--- src/rtl/ulsag_pkg.sv ---
package ulsag_pkg;
    typedef enum logic [2:0] {
        SH_LSL = 3'd0,
        SH_LSR = 3'd1,
        SH_ASR = 3'd2,
        SH_ROR = 3'd3,
        SH_RRX = 3'd4
    } shift_e;

    typedef enum logic [1:0] {
        SZ_BYTE = 2'd0,
        SZ_HALF = 2'd1,
        SZ_WORD = 2'd2,
        SZ_RSVD = 2'd3
    } size_e;

    typedef enum logic {
        SLOT_EMPTY = 1'b0,
        SLOT_FULL  = 1'b1
    } slot_e;
endpackage

--- src/rtl/ulsag_shift.sv ---
module ulsag_shift
    import ulsag_pkg::*;
#(
    parameter int W       = 32,
    parameter int SHAMT_W = 6
) (
    input  logic [W-1:0]       val,
    input  logic [2:0]         kind,
    input  logic [SHAMT_W-1:0] amt,
    input  logic               cin,
    output logic [W-1:0]       res
);
    localparam int RW = $clog2(W);

    logic [2*W-1:0] zext, sext, dbl;
    logic [2*W-1:0] lsr_full, asr_full, ror_full;

    always_comb begin
        zext     = {{W{1'b0}}, val};
        sext     = {{W{val[W-1]}}, val};
        dbl      = {val, val};
        lsr_full = zext >> amt;
        asr_full = sext >> amt;
        ror_full = dbl >> amt[RW-1:0];
        unique case (shift_e'(kind))
            SH_LSL:  res = val << amt[RW-1:0];
            SH_LSR:  res = lsr_full[W-1:0];
            SH_ASR:  res = asr_full[W-1:0];
            SH_ROR:  res = ror_full[W-1:0];
            SH_RRX:  res = {cin, val[W-1:1]};
            default: res = val;
        endcase
    end
endmodule

--- src/rtl/ulsag_rules.sv ---
module ulsag_rules
    import ulsag_pkg::*;
#(
    parameter int W          = 32,
    parameter int IMM_W      = 12,
    parameter int SHAMT_W    = 6,
    parameter int IDX_W      = 4,
    parameter int NARROW_MAX = 255,
    parameter int WIDE_MAX   = 4095,
    parameter int PC_IDX     = 15
) (
    input  logic               post_idx,
    input  logic               use_reg,
    input  logic               add_sub,
    input  logic [1:0]         size,
    input  logic               signed_ld,
    input  logic               is_load,
    input  logic [2:0]         kind,
    input  logic [SHAMT_W-1:0] amt,
    input  logic [IDX_W-1:0]   rm_idx,
    input  logic [IMM_W-1:0]   imm,
    output logic               illegal
);
    localparam logic [IMM_W-1:0]   NARROW_LIM = IMM_W'(NARROW_MAX);
    localparam logic [IMM_W-1:0]   WIDE_LIM   = IMM_W'(WIDE_MAX);
    localparam logic [SHAMT_W-1:0] AMT_TOP    = SHAMT_W'(W);
    localparam logic [SHAMT_W-1:0] AMT_TOPM1  = SHAMT_W'(W - 1);
    localparam logic [IDX_W-1:0]   PC_CODE    = IDX_W'(PC_IDX);

    logic wide_class, bad_size, bad_sign, bad_form, bad_shift;

    always_comb begin
        wide_class = (size_e'(size) == SZ_WORD) ||
                     (size_e'(size) == SZ_BYTE && !signed_ld);
        bad_size   = (size_e'(size) == SZ_RSVD);
        bad_sign   = signed_ld && (!is_load || size_e'(size) == SZ_WORD);
        bad_shift  = 1'b0;
        if (wide_class) begin
            unique case (shift_e'(kind))
                SH_LSL:  bad_shift = amt > AMT_TOPM1;
                SH_LSR:  bad_shift = (amt == '0) || (amt > AMT_TOP);
                SH_ASR:  bad_shift = (amt == '0) || (amt > AMT_TOP);
                SH_ROR:  bad_shift = (amt == '0) || (amt > AMT_TOPM1);
                SH_RRX:  bad_shift = 1'b0;
                default: bad_shift = 1'b1;
            endcase
        end else begin
            bad_shift = (shift_e'(kind) != SH_LSL) || (amt != '0);
        end

        if (!post_idx)
            bad_form = use_reg || !add_sub || (imm > NARROW_LIM);
        else if (!use_reg)
            bad_form = imm > (wide_class ? WIDE_LIM : NARROW_LIM);
        else
            bad_form = (rm_idx == PC_CODE) || bad_shift;

        illegal = bad_size || bad_sign || bad_form;
    end
endmodule

--- src/rtl/ulsag_lanes.sv ---
module ulsag_lanes
    import ulsag_pkg::*;
#(
    parameter int W = 32
) (
    input  logic [W-1:0]   addr,
    input  logic [1:0]     size,
    input  logic [W-1:0]   st_data,
    output logic [W/8-1:0] strobe,
    output logic [W-1:0]   wr_data
);
    localparam int LANES = W / 8;
    localparam int LB    = $clog2(LANES);

    for (genvar i = 0; i < LANES; i++) begin : g_lane
        localparam logic [LB-1:0]   LANE_ID = LB'(i);
        localparam logic [LB-2:0]   PAIR_ID = LANE_ID[LB-1:1];
        always_comb begin
            unique case (size_e'(size))
                SZ_BYTE: begin
                    strobe[i]          = (addr[LB-1:0] == LANE_ID);
                    wr_data[8*i +: 8]  = st_data[7:0];
                end
                SZ_HALF: begin
                    strobe[i]          = (addr[LB-1:1] == PAIR_ID);
                    wr_data[8*i +: 8]  = st_data[8*(i%2) +: 8];
                end
                default: begin
                    strobe[i]          = 1'b1;
                    wr_data[8*i +: 8]  = st_data[8*i +: 8];
                end
            endcase
        end
    end


    always_comb begin
        if (size_e'(size) == SZ_BYTE)
            lane_onehot_chk: assert ($countones(strobe) == 1);
    end
endmodule

--- src/rtl/ulsag_top.sv ---
module ulsag_top
    import ulsag_pkg::*;
#(
    parameter int W          = 32,
    parameter int IMM_W      = 12,
    parameter int IDX_W      = 4,
    parameter int NARROW_MAX = 255,
    parameter int WIDE_MAX   = 4095,
    parameter int PC_IDX     = 15
) (
    input  logic                      clk,
    input  logic                      rst_n,
    input  logic                      in_valid,
    output logic                      in_ready,
    input  logic [W-1:0]              base,
    input  logic                      post_idx,
    input  logic                      use_reg,
    input  logic                      add_sub,
    input  logic [IMM_W-1:0]          imm,
    input  logic [IDX_W-1:0]          rm_idx,
    input  logic [W-1:0]              rm_val,
    input  logic [2:0]                shift_kind,
    input  logic [$clog2(W):0]        shift_amt,
    input  logic                      carry_in,
    input  logic [1:0]                size,
    input  logic                      signed_ld,
    input  logic                      is_load,
    input  logic [W-1:0]              st_data,
    output logic                      out_valid,
    input  logic                      out_ready,
    output logic [W-1:0]              addr,
    output logic [W-1:0]              wb_val,
    output logic                      wb_en,
    output logic [W/8-1:0]            strobe,
    output logic [W-1:0]              wr_data,
    output logic                      unpriv,
    output logic                      illegal
);
    localparam int SHAMT_W = $clog2(W) + 1;
    localparam int LANES   = W / 8;

    slot_e state, state_nx;
    logic  take;
    logic  [W-1:0]     shifted, offset, sum, addr_nx;
    logic  [LANES-1:0] strobe_nx;
    logic  [W-1:0]     wdata_nx;
    logic              bad_nx;

    ulsag_shift #(.W(W), .SHAMT_W(SHAMT_W)) u_shift (
        .val(rm_val), .kind(shift_kind), .amt(shift_amt),
        .cin(carry_in), .res(shifted)
    );

    ulsag_rules #(
        .W(W), .IMM_W(IMM_W), .SHAMT_W(SHAMT_W), .IDX_W(IDX_W),
        .NARROW_MAX(NARROW_MAX), .WIDE_MAX(WIDE_MAX), .PC_IDX(PC_IDX)
    ) u_rules (
        .post_idx(post_idx), .use_reg(use_reg), .add_sub(add_sub),
        .size(size), .signed_ld(signed_ld), .is_load(is_load),
        .kind(shift_kind), .amt(shift_amt), .rm_idx(rm_idx),
        .imm(imm), .illegal(bad_nx)
    );

    always_comb begin
        offset  = use_reg ? shifted : {{(W-IMM_W){1'b0}}, imm};
        sum     = add_sub ? base + offset : base - offset;
        addr_nx = post_idx ? base : sum;
    end

    ulsag_lanes #(.W(W)) u_lanes (
        .addr(addr_nx), .size(size), .st_data(st_data),
        .strobe(strobe_nx), .wr_data(wdata_nx)
    );

    // Slot control: ACCEPT, HOLD, REFILL, DRAIN
    assign in_ready  = (state == SLOT_EMPTY) || out_ready;
    assign take      = in_valid && in_ready;
    assign out_valid = (state == SLOT_FULL);

    always_comb begin
        state_nx = state;
        unique case (state)
            SLOT_EMPTY: if (in_valid)                state_nx = SLOT_FULL;
            SLOT_FULL:  if (out_ready && !in_valid)  state_nx = SLOT_EMPTY;
        endcase
    end

    always_ff @(posedge clk) begin
        if (!rst_n) state <= SLOT_EMPTY;
        else        state <= state_nx;
    end

    always_ff @(posedge clk) begin
        if (!rst_n) begin
            addr    <= '0;
            wb_val  <= '0;
            wb_en   <= 1'b0;
            strobe  <= '0;
            wr_data <= '0;
            unpriv  <= 1'b0;
            illegal <= 1'b0;
        end else if (take) begin
            addr    <= addr_nx;
            wb_val  <= sum;
            wb_en   <= post_idx && !bad_nx;
            strobe  <= strobe_nx;
            wr_data <= wdata_nx;
            unpriv  <= 1'b1;
            illegal <= bad_nx;
        end
    end


    unpriv_chk: assert property (@(posedge clk) disable iff (!rst_n)
        out_valid |-> unpriv);


    wb_gate_chk: assert property (@(posedge clk) disable iff (!rst_n)
        (out_valid && wb_en) |-> !illegal);


    hold_chk: assert property (@(posedge clk) disable iff (!rst_n)
        (out_valid && !out_ready) |=> (out_valid && $stable(addr) && $stable(wb_val)));


    accept_chk: assert property (@(posedge clk) disable iff (!rst_n)
        (in_valid && in_ready) |=> out_valid);
endmodule

--- config.mk ---
export PLATFORM = sky130hd
export DESIGN_NAME = ulsag_top
export DESIGN_NICKNAME = d
export VERILOG_FILES = /design/src/rtl/ulsag_pkg.sv /design/src/rtl/ulsag_shift.sv /design/src/rtl/ulsag_rules.sv /design/src/rtl/ulsag_lanes.sv /design/src/rtl/ulsag_top.sv
export SDC_FILE = /design/constraint.sdc
export NUM_CORES = 1
export LEC_CHECK = 0
export BUFFER_PORTS_ARGS = -buffer_cell sky130_fd_sc_hd__buf_2
export CAP_MARGIN = 20
export CORE_MARGIN = 4
export CORE_UTILIZATION = 35
export DETAILED_ROUTE_END_ITERATION = 12
export PLACE_DENSITY = 0.65
export SYNTH_ARGS = -nofsm -noshare
export SYNTH_HDL_FRONTEND = slang
export SYNTH_HIERARCHICAL = 1
export SYNTH_SLANG_ARGS = --single-unit
--- constraint.sdc ---
create_clock -name clk -period 7.7 [get_ports clk]
set_input_delay 1.54 -clock clk [delete_from_list [all_inputs] [get_ports clk]]
set_output_delay 1.54 -clock clk [all_outputs]
set_load 0.02 [all_outputs]
# --- After elaboration in Yosys (flattened, before gate mapping) ---
# Index checks and enable logic that the tools add are counted.
op_classes:
  addsub: 2
  order_cmp: 4
  n_eq_ne: 11
  n_shift: 4
  mux: 19
  n_bitwise: 2
  n_reduce_logical: 29
ops:
  columns: ["op", "count"]
  rows:
  - ["$pmux W32 S5", 1]
  - ["$mux W32", 3]
  - ["$shr A64 B5 Y32", 1]
  - ["$shr A64 B6 Y32", 1]
  - ["$add A32 B32 Y32", 1]
  - ["$shl A32 B5 Y32", 1]
  - ["$shr A32 B6 Y32", 1]
  - ["$sub A32 B32 Y32", 1]
  - ["$mux W8", 2]
  - ["$pmux W8 S2", 1]
  - ["$gt A12 B12 Y1", 1]
  - ["$gt A12 B8 Y1 const B", 1]
  - ["$mux W12", 1]
  - ["$logic_or A1 B1 Y1", 11]
  - ["$pmux W1 S2", 5]
  - ["$eq A2 B2 Y1 const B", 4]
  - ["$eq A3 B2 Y1 const B", 2]
  - ["$gt A6 B5 Y1 const B", 1]
  - ["$gt A6 B6 Y1 const B", 1]
  - ["$logic_not A6 Y1", 1]
  - ["$reduce_bool A6 Y1", 1]
  - ["$logic_and A1 B1 Y1", 5]
  - ["$logic_not A1 Y1", 5]
  - ["$mux W1", 5]
  - ["other kinds (10)", 14]
totals:
  regBits: 104
  input_bits: 133
  out_inout_bits: 105
  wordCells: 79

# --- Longest topological paths before layout ---
# Gate-level depths: netlist of the first run.
depth:
  ltp_word: 10
  depth_mapped: 28
  ltp_nobuf: 22

# --- Cells and area by module ---
# Netlist of the first run, hierarchy kept.
modules_own_cells:
  columns: ["module", "instances", "cells_each", "area_per_inst_um2", "seq_area_each_um2"]
  rows:
  - ["ulsag_top", 1, 1002, 7283.2, 2082.0]
  - ["ulsag_shift", 1, 892, 6099.6, 0.0]
  - ["ulsag_lanes", 1, 60, 531.8, 0.0]
  - ["ulsag_rules", 1, 35, 259.0, 0.0]

# --- Worst setup path after synthesis of the first run ---
# Ideal clock, no wire load.
synth_timing:
  path_kind: "input-to-reg"
  start: "input shift_amt[2]"
  end: "register wb_val[24]"
  setup_time_ns: 0.074
  arrival_time_ns: 7.083
  required_time_ns: 7.626
  setup_slack_ns: 0.543
  path_stages: 23
  path_buffers: 5
  path_cell_list: "buf_6 buf_4 buf_2 buf_4 mux4_2 mux2_2 mux2i_1 a221oi_1 o21ai_0 nand2_1 or4b_1 a222oi_1 a31oi_1 xnor2_1 ha_1 clkbuf_1 o21ai_0 o21bai_1 a211oi_1 o31ai_1 nor3_2 or4_1 a31oi_1"
synth_via:
  elab_chain_cells: 5
  elab_cells_between_ends: 9
  cone_classes: "add/sub (2); shift (4); mux (3)"
synth_rtl:
  columns: ["element", "line_no", "text"]
  rows:
  - ["start, declared", "ulsag_top.sv:23", "input logic [$clog2(W):0] shift_amt,"]
  - ["$shr A64 B6 Y32 (tied with other cells)", "ulsag_shift.sv:23", "asr_full = sext >> amt;"]
  - ["$pmux W32 S5 *", "ulsag_shift.sv:25", "unique case (shift_e'(kind))"]
  - ["net shifted[1]", "ulsag_top.sv:44", "logic [W-1:0] shifted, offset, sum, addr_nx;"]
  - ["$mux W32 *", "ulsag_top.sv:65", "offset = use_reg ? shifted : {{(W-IMM_W){1'b0}}, imm};"]
  - ["$sub A32 B32 Y32 / $add A32 B32 Y32 (equally long branches)", "ulsag_top.sv:66", "sum = add_sub ? base + offset : base - offset;"]
  - ["$mux W32 *", "ulsag_top.sv:66", null]
  - ["end signal, assigned", "ulsag_top.sv:104", "wb_val <= sum;"]
  - ["end, declared", "ulsag_top.sv:32", "output logic [W-1:0] wb_val,"]
# Mark *: on every way through the listed nets, which the timed path passes. The rest lies on a longest branch.
# A chain may end at the register's enable or synchronous reset.

# --- Final worst setup path of the first run ---
layout_timing:
  start: "input shift_kind[2]"
  end: "register addr[29]"
layout_via:
  elab_chain_cells: 6
  elab_cells_between_ends: 11
  cone_classes: "add/sub (2); eq/ne (4); mux (4); reduce/logical (1)"
layout_rtl:
  columns: ["element", "line_no", "text"]
  rows:
  - ["start, declared", "ulsag_top.sv:22", "input logic [2:0] shift_kind,"]
  - ["$eq A3 B3 Y1 (tied with other cells)", "ulsag_shift.sv:25", null]
  - ["$pmux W32 S5 *", "ulsag_shift.sv:25", null]
  - ["net shifted[10]", "ulsag_top.sv:44", null]
  - ["$mux W32 *", "ulsag_top.sv:65", null]
  - ["$sub A32 B32 Y32 / $add A32 B32 Y32 (equally long branches)", "ulsag_top.sv:66", null]
  - ["$mux W32 *", "ulsag_top.sv:66", null]
  - ["$mux W32 *", "ulsag_top.sv:67", "addr_nx = post_idx ? base : sum;"]
  - ["end signal, assigned", "ulsag_top.sv:103", "addr <= addr_nx;"]
  - ["end, declared", "ulsag_top.sv:31", "output logic [W-1:0] addr,"]
# Marks and branches as above.

==> flow_summary_export.csv, run 1 <==
group,metric,value,unit
clocking,h-tree-depth,3,
timing,hold_ws,0.455,ns
final_layout,fillCellCount,4159,
setup_path,cp_top_family,"compound AO/OA/AOI/OAI gates",
place,dp_cells,2823,
setup_path,cp_common_cell,"buf_4",
detailed_routing,drtPass1Iterations,7,
global_routing,antenna_found_initial,0,
yosys,syn_avg_cell_area,7.15,µm²
setup_path,cp.arrival,7.57,ns
timing,drv_slew,0,
clocking,clockBufferDepth,2,
setup_path,path_max_fanout,22,
timing,rsz0062_at_grt,"no",
place,dp_hpwl,60300,µm
timing,fin_crit,7.35,ns
detailed_routing,num_vias,17900,
timing,final-hold-violation-count,0,
clocking,cts-resized-gates,0,
detailed_routing,dr.first_iter.drc_count,2108,
setup_path,crit_slowest_cell,"nor2_1",
final_layout,final_cells,2841,
timing,period_share,95.4,%
timing,fin_ws,0.355,ns
clocking,cts_sinks,104,
place,placed_cell_area,17300,µm²
detailed_routing,post_drt_wl_per_cell,26.9,µm
clocking,cts_made_buffers,9,
place,place_ws,-0.0509,ns
clocking,cts_root_buf,"clkbuf_16",
timing,finClkSkew,0.0167,ns
setup_path,setup.worst_path.end_class,"flop",
power,vdd_drop_max,0.159,mV
setup_path,cp.required,7.93,ns
detailed_routing,ant_nets,0,
final_layout,finish.instance_area,17600,µm²
run_status,status,"complete, no violations",
setup_path,critPathKind,"in2reg",
yosys,synth_fp_nets,2148,
yosys,synthCells,1971,
timing,tightest_slew,0.857,ns
power,powerDensity,153,nW/µm²
detailed_routing,routed_wl,76300,µm
yosys,yosys_warnings,6,
clocking,clock_latency,0.37,ns
floorplan,rows,73,
timing,max_freq,0.136,GHz
yosys,synth_area,14100,µm²
floorplan,core,39800,µm²
job,drv_cap,0,
timing,slew_headroom,42.7,%
floorplan,die_w,209,µm
floorplan,ios,238,
place,gp_congestion,1.02,
setup_path,start_kind,"primary input",
setup_path,worst-path-buf-inv,6,
clocking,post_cts_buffers,0,
final_layout,utilization,44.3,%
global_routing,grt_overflow_total,0,
floorplan,initial_core_util,35.4,%
global_routing,grt_max_degree,79,
min_path,hp-class,"reg2reg",
detailed_routing,drc,0,
global_routing,grt_pass1_vias,16900,
floorplan,dieArea,43600,µm²
global_routing,grt_pass1_wl,111000,µm
place,io_buffers,237,
detailed_routing,vias_per_cell,6.29,
clocking,path_clk_slew,0.09,ns
setup_path,critPathMaxStageDelay,0.65,ns
final_layout,fin_nets,2486,
final_layout,syn_to_final_growth,25.1,%
setup_path,path_cells,"buf_2 -> nand4bb_1 -> buf_4 -> nor2_1 -> a211oi_1 -> a211oi_1 -> a21oi_1 -> o21ai_0 -> nor3b_1 -> o22a_1 -> a31oi_1 -> nor2_1 -> buf_4 -> buf_4 -> a311oi_1 -> ha_1 -> buf_4 -> o21a_1 -> o22ai_1 -> nand2_1 -> o21ai_0 -> buf_4 -> mux2i_1 -> a31oi_1",
clocking,cts_tree,"done",
clocking,ctsHoldBuffers,0,
timing,setup_viol_count_final,0,
final_layout,drive_gt1_share,30.5,%
power,leakage,7.48,nW
setup_path,r2r_slack,5.39,ns
floorplan,die_h,209,µm
global_routing,track_usage,33.1,%
## state kept, by name, summed over array words and instances (netlist names)
name and flops:
wb_en 1, addr 32, illegal 1, wr_data 32, wb_val 32, strobe 4, unpriv 1, out_valid 1
## layout by cell type, fill, tap and decap left out, drive strengths merged, types with 13 or more instances in the layout
cell and instances:
a21o 19, nor2 191, o21bai 14, mux4 34, buf 520, nor2b 13
nor3 39, nand2b 29, or2 13, o22ai 32, o32ai 13, nand2 257
o211ai 22, o21a 16, xnor2 29, o221ai 24, mux2i 83, inv 24
nand4 17, a21oi 171, o21ai 166, nand3 62, ha 43, or3 19
nor4 17, mux2 73, dfxtp 104, a31oi 34, a211oi 32
## worst paths after layout
kind	endpoint	cells past startpoint	start
worst max-delay path	addr[29]	24	shift_kind[2]
worst min-delay path	wr_data[0]	2	wr_data[0]
worst max register to register	addr[9]	5	out_valid
worst min register to register	wr_data[0]	2	wr_data[0]
## where the power goes
part | leakage (nW) | internal, W | switching [W]
registers | 0.858 | 0.000595 | 0.0000331
clock network | 0.153 | 0.000236 | 0.000264
logic | 6.47 | 0.000630 | 0.000934
## routing by layer
metal  vias to the layer above  wire length, µm  track usage, %
met5                         -                0               0
met2                      1091            34500            53.2
met1                      8499            30300            41.9
met4                         0             5120            18.1
li1                       8068                -               -
met3                       207             6350            6.14
## metrics by stage
step / setup TNS [ns] / total power (W)
finish: 0 / 0.00269
global route: 0 / 0.00282
CTS: 0 / 0.00266
detailed placement: -0.0509 / 0.00216
global placement: 0 / 0.00216
floorplan: 0 / 0.00151
## layout make-up
type	instances	area (µm²)	share of cell area (%)
clock buffers	9	225	1.28
diodes	2	5.00	0.0284
flip-flops and latches	104	2080	11.8
well taps	525	657	3.73
inverters	20	75.1	0.426
multi-input cells	1654	11100	63.0
repair buffers	520	3390	19.3
clock inverters	7	88.8	0.504
## worst register-to-register path, delay by kind of cell (launching register included)
kind	cells	cell delay [ns]
AO/OA/AOI/OAI	2	0.44
buffers and inverters	1	0.64
flip-flops	1	0.32
AND/OR/NAND/NOR	2	0.86
No activity file was read; power rests on OpenSTA's default activity.
==> run 2, diff against run 1 <==
--- a/config.mk
+++ b/config.mk
@@ -11,7 +11,7 @@
 export CORE_UTILIZATION = 35
 export DETAILED_ROUTE_END_ITERATION = 12
 export PLACE_DENSITY = 0.65
+export SLEW_MARGIN = 20
 export SYNTH_ARGS = -nofsm -noshare
 export SYNTH_HDL_FRONTEND = slang
-export SYNTH_HIERARCHICAL = 1
 export SYNTH_SLANG_ARGS = --single-unit
==> flow_summary_export.csv, run 2 <==
group,metric,value,unit
yosys,yosys_warnings,0,
global_routing,grt_overflow_total,0,
setup_path,cp_common_cell,"buf_4",
place,io_buffers,237,
floorplan,ios,238,
global_routing,antenna_found_initial,2,
timing,fin_ws,0.453,ns
final_layout,fillCellCount,3853,
final_layout,final_cell_mix,"235 x buf_2, 224 x buf_4, 181 x nor2_1",
place,gp_congestion,1.10,
yosys,synth_most_common_cell,"nor2_1",
setup_path,cp.arrival,7.50,ns
run_status,status,"complete, no violations",
yosys,synth_edf_count,0,
yosys,async_reset_ff_share,0,%
floorplan,core,37800,µm²
job,drv_cap,0,
final_layout,fin_nets,2235,
place,placed_cell_area,16100,µm²
setup_path,crit_slowest_cell,"a221oi_1",
detailed_routing,dr.first_iter.drc_count,1900,
setup_path,critPathMaxStageDelay,0.69,ns
yosys,synthTopCellsByArea,"dfxtp_1 16%, mux4_2 8.6%, mux2i_1 8.3%",
floorplan,initial_core_util,35.5,%
timing,period_share,94.1,%
power,vdd_drop_max,0.126,mV
yosys,synth.top_cells.by_count,"181 x nor2_1, 177 x nand2_1, 142 x a21oi_1",
yosys,synth-seq-area-share,15.5,%
clocking,path_clk_slew,0.07,ns
clocking,cts_root_buf,"clkbuf_16",
clocking,cts_sinks,104,
final_layout,reg_top3,"addr (32), wb_val (32), wr_data (32)",
yosys,synthCells,1767,
yosys,synth_ff_type,"dfxtp_1",
final_layout,drive_gt1_share,28.3,%
global_routing,grt_pass1_wl,99400,µm
floorplan,dieArea,41500,µm²
final_layout,finish.instance_area,16400,µm²
global_routing,track_usage,31.0,%
timing,drv_slew,0,
clocking,cts_made_buffers,9,
min_path,hp-class,"reg2reg",
timing,max_freq,0.138,GHz
setup_path,path_cells,"buf_4 -> buf_4 -> mux2i_1 -> mux4_2 -> a221o_1 -> nand2_1 -> o2111ai_1 -> a221oi_1 -> nor2_1 -> nor2_1 -> xor2_1 -> ha_1 -> a21oi_1 -> o21bai_1 -> a2111oi_0 -> buf_4 -> o31ai_1 -> a21oi_1 -> o32ai_1 -> o211a_1 -> o21ai_0 -> mux2_2 -> o32ai_1",
setup_path,critPathKind,"in2reg",
floorplan,die_h,204,µm
detailed_routing,num_vias,16300,
setup_path,start_kind,"primary input",
final_layout,utilization,43.5,%
timing,slew_headroom,32.2,%
detailed_routing,drc,0,
detailed_routing,routed_wl,68000,µm
timing,fin_crit,7.25,ns
yosys,ys_seq_elements,104,
place,dp_hpwl,53400,µm
setup_path,setup.worst_path.end_class,"flop",
final_layout,syn_to_final_growth,22.5,%
timing,final-hold-violation-count,0,
timing,finClkSkew,0.0106,ns
setup_path,worst-path-buf-inv,3,
final_layout,layout_commonest_cell,"buf_2",
power,leakage,7.03,nW
clocking,cts_tree,"done",
detailed_routing,drtPass1Iterations,6,
timing,rsz0062_at_grt,"no",
setup_path,cp.required,7.96,ns
yosys,synth_cell_types,96,
place,dp_cells,2564,
floorplan,die_w,204,µm
detailed_routing,post_drt_wl_per_cell,26.3,µm
timing,setup_viol_count_final,0,
timing,fin_setup_tns,0,ns
floorplan,rows,71,
yosys,syn_avg_cell_area,7.58,µm²
clocking,clock_latency,0.34,ns
global_routing,grt_pass1_vias,15400,
yosys,synth_fp_nets,1938,
yosys,synth_top_cell_area_share,15.5,%
final_layout,final_cells,2581,
setup_path,cp_top_family,"compound AO/OA/AOI/OAI gates",
clocking,clockBufferDepth,2,
yosys,synth_area,13400,µm²
clocking,post_cts_buffers,0,
detailed_routing,vias_per_cell,6.32,
detailed_routing,ant_nets,0,
setup_path,path_max_fanout,22,
clocking,h-tree-depth,3,
place,place_ws,0.133,ns
timing,tightest_slew,1.01,ns
yosys,yosysTopAreaCell,"dfxtp_1",
power,powerDensity,154,nW/µm²
global_routing,grt_max_degree,90,
-- run 2: cell count changes in the layout (fill, tap and decap cells not counted), moves of 14 or more --
cell      previous run  this run
xor2_1              11        29
a21oi_1            169       142
mux2i_1             82       111
nand3_1             62        45
nand2_1            256       176
mux2_2              63        18
o221ai_1            23         5
o21ai_0            154       140
buf_4              278       224
mux4_2              34        51
-- run 2: per-layer routing --
metal | routed length, µm | share of wire (%) | track usage (%) | up-vias
li1 | - | - | - | 7262
met1 | 27300 | 40 | 40.9 | 7785
met2 | 30000 | 44 | 48.8 | 1078
met3 | 6690 | 9.8 | 5.92 | 196
met4 | 3940 | 5.8 | 14.9 | 0
met5 | 0 | 0 | 0 | -
-- run 2: through the flow --
stage                     hold WS, ns  power (W)
after global routing            0.471    0.00266
after detailed placement        0.444    0.00203
after global placement          0.440    0.00202
final                           0.450    0.00253
after CTS                       0.453    0.00251
after floorplan                 0.530    0.00146
-- run 2: cell families after synthesis --
| kind of cell | Yosys count | share of synthesized area, % |
|---|---|---|
| XOR/XNOR | 59 | 3.86 |
| multiplexers | 191 | 20.2 |
| flip-flops | 104 | 15.5 |
| buffers and inverters | 205 | 7.51 |
| AO/OA/AOI/OAI | 600 | 29.4 |
| adder cells (fa/ha/maj) | 39 | 3.68 |
| AND/OR/NAND/NOR | 569 | 19.9 |
-- run 2: worst paths after layout --
path,startpoint,to,slack [ns],cells after the start
worst max-delay path,shift_amt[2],addr[28],0.45,23
worst min-delay path,wb_val[22],wb_val[22],0.45,2
worst max register to register,out_valid,wr_data[30],5.57,5
worst min register to register,wb_val[22],wb_val[22],0.45,2
-- run 2: what timing repair did --
| action | CTS | global route |
|---|---|---|
| hold buffers | 0 | 0 |
| gates resized for setup | 0 | 1 |
| setup endpoints to repair | 0 | 1 |
-- run 2: power by group --
part	leakage [nW]	total, W	switching [W]	internal, W
Sequential	0.860	0.000630	0.0000320	0.000598
Combinational	6.02	0.00142	0.000846	0.000570
Clock	0.154	0.000486	0.000225	0.000262
-- run 2: final cells by class --
type                    count  area (µm²)  area share, %
repair buffers            463        2940           17.9
clock buffers              10         229           1.39
inverters                  28         105          0.640
clock inverters             6        86.3          0.526
multi-input cells        1458       10300           62.9
diodes                      1        2.50         0.0152
flip-flops and latches    104        2080           12.7
well taps                 511         639           3.90
-- run 2: worst min-delay path: stages, from the launching register on --
cell and delay (ns):
dfxtp_1 0.31, nand2_1 0.05, a21oi_1 0.05
==> run 3, diff against run 2 <==
--- a/config.mk
+++ b/config.mk
@@ -5,12 +5,12 @@
 export SDC_FILE = /design/constraint.sdc
 export NUM_CORES = 1
 export LEC_CHECK = 0
+export ABC_AREA = 1
 export BUFFER_PORTS_ARGS = -buffer_cell sky130_fd_sc_hd__buf_2
 export CAP_MARGIN = 20
-export CORE_MARGIN = 4
 export CORE_UTILIZATION = 35
 export DETAILED_ROUTE_END_ITERATION = 12
-export PLACE_DENSITY = 0.65
+export PLACE_DENSITY = 0.66
 export SLEW_MARGIN = 20
 export SYNTH_ARGS = -nofsm -noshare
 export SYNTH_HDL_FRONTEND = slang
==> flow_summary_export.csv, run 3 <==
group,metric,value,unit
timing,setup_viol_count_final,0,
power,leakage,6.92,nW
yosys,ys_seq_elements,104,
yosys,yosys_warnings,0,
setup_path,setup.worst_path.end_class,"flop",
timing,slew_headroom,35.1,%
setup_path,critPathKind,"in2reg",
setup_path,cp_common_cell,"nand2_1",
global_routing,grt_max_degree,92,
final_layout,fin_nets,2489,
clocking,h-tree-depth,3,
yosys,synth_ff_type,"dfxtp_1",
power,vdd_drop_max,0.122,mV
final_layout,syn_to_final_growth,14.3,%
floorplan,die_w,188,µm
global_routing,antenna_found_initial,2,
power,powerDensity,159,nW/µm²
final_layout,fillCellCount,3814,
timing,tightest_slew,0.967,ns
global_routing,grt_overflow_total,0,
job,drv_cap,0,
setup_path,critPathMaxStageDelay,0.63,ns
clocking,clockBufferDepth,2,
timing,finClkSkew,0.00881,ns
clocking,cts_tree,"done",
detailed_routing,drc,0,
global_routing,grt_pass1_vias,15000,
final_layout,layout_commonest_cell,"nand2_1",
floorplan,ios,238,
yosys,synth.top_cells.by_count,"629 x nand2_1, 411 x nand3_1, 185 x o21ai_0",
timing,period_share,89.1,%
detailed_routing,num_vias,16200,
detailed_routing,ant_nets,0,
setup_path,crit_slowest_cell,"buf_4",
setup_path,reg2reg_from,"out_valid",
yosys,synth_fp_nets,2336,
final_layout,final_cell_mix,"628 x nand2_1, 411 x nand3_1, 237 x buf_2",
floorplan,rows,67,
floorplan,dieArea,35200,µm²
final_layout,multi_input_area,8850,µm²
clocking,cts_sinks,104,
timing,max_freq,0.146,GHz
yosys,synth_area,12100,µm²
place,place_ws,0.670,ns
setup_path,crit_start,"shift_amt[1]",
clocking,cts_made_buffers,9,
timing,fin_ws,0.837,ns
floorplan,die_h,188,µm
min_path,worstHoldStart,"wb_val[15]",
floorplan,core,33700,µm²
detailed_routing,routed_wl,56500,µm
place,dp_cells,2755,
run_status,status,"complete, no violations",
final_layout,final_cells,2774,
clocking,cts_root_buf,"clkbuf_16",
yosys,syn_avg_cell_area,5.57,µm²
global_routing,track_usage,31.0,%
setup_path,cp.arrival,7.14,ns
detailed_routing,post_drt_wl_per_cell,20.4,µm
place,gp_congestion,1.06,
timing,fin_setup_tns,0,ns
detailed_routing,dr.first_iter.drc_count,1598,
yosys,synth_cell_types,53,
detailed_routing,vias_per_cell,5.84,
yosys,synth_most_common_cell,"nand2_1",
final_layout,reg_top3,"addr (32), wb_val (32), wr_data (32)",
clocking,clock_latency,0.35,ns
place,dp_hpwl,43600,µm
detailed_routing,drtPass1Iterations,6,
yosys,synthCells,2165,
yosys,synthTopCellsByArea,"nand2_1 20%, dfxtp_1 17%, nand3_1 17%",
setup_path,path_max_fanout,74,
place,io_buffers,237,
final_layout,drive_gt1_share,15.3,%
floorplan,initial_core_util,35.8,%
clocking,cts-resized-gates,0,
yosys,async_reset_ff_share,0,%
yosys,synth_top_cell_area_share,19.6,%
setup_path,cp.required,7.97,ns
timing,drv_slew,0,
final_layout,regArea,2080,µm²
yosys,yosysTopAreaCell,"nand2_1",
global_routing,grt_pass1_wl,85500,µm
setup_path,start_kind,"primary input",
timing,rsz0062_at_grt,"no",
clocking,ctsHoldBuffers,0,
timing,final-hold-violation-count,0,
clocking,path_clk_slew,0.07,ns
yosys,synth-seq-area-share,17.3,%
power,p_total,0.00219,W
min_path,hp-class,"reg2reg",
timing,fin_crit,6.86,ns
yosys,synth_edf_count,0,
clocking,post_cts_buffers,0,
run 3: per-layer routing:
metal | global-route usage [%] | vias to the layer above | part of all wire (%)
li1 | - | 7642 | -
met1 | 38.7 | 7516 | 40
met2 | 50.5 | 849 | 45
met3 | 4.17 | 201 | 7.6
met4 | 18.9 | 0 | 6.8
met5 | 0 | - | 0
run 3: final timing paths:
check                     to  slack, ns  cells past startpoint
setup reg to reg    addr[31]       5.17                      7
setup / recovery    addr[22]       0.84                     29
hold reg to reg   wb_val[15]       0.46                      2
hold / removal    wb_val[15]       0.46                      2
run 3: area by class of cell:
| type | instances | share of cell area, % |
|---|---|---|
| clock buffer | 10 | 1.73 |
| sequential | 104 | 15.1 |
| multi-input combinational | 1794 | 64.2 |
| antenna | 3 | 0.0545 |
| inverter | 142 | 3.89 |
| clock inverter | 6 | 0.463 |
| timing repair buffer | 267 | 10.5 |
| tap | 448 | 4.07 |
run 3: critical path, delay by kind of cell:
family          cells  cell delay (ns)
compound gates     13             3.00
simple gates       11             1.07
buf+inv             3             0.78
fa+ha+maj           2             0.72
run 3: cells by family (layout without fill, tap and decap cells):
family | Yosys count | count (layout) | share of synthesized area (%)
adder cells (fa/ha/maj) | 38 | 38 | 4.01
other | 0 | 3 | 0
AO/OA/AOI/OAI | 469 | 469 | 21.1
AND/OR/NAND/NOR | 1249 | 1249 | 45.5
flip-flops | 104 | 104 | 17.3
buffers and inverters | 267 | 425 | 9.42
XOR/XNOR | 38 | 38 | 2.76
run 3: where the power goes:
group          internal, W  switching (W)
sequential        0.000597      0.0000286
combinational     0.000345       0.000762
clock             0.000237       0.000223
total              0.00118        0.00101
run 3: through the flow:
step	hold slack [ns]	cell area, µm²	util (%)
after floorplan	0.545	12100	-
after global placement	0.443	13500	40.0
after detailed placement	0.452	13500	40.0
after CTS	0.464	13800	40.9
after global routing	0.480	13800	40.9
final	0.464	13800	40.9
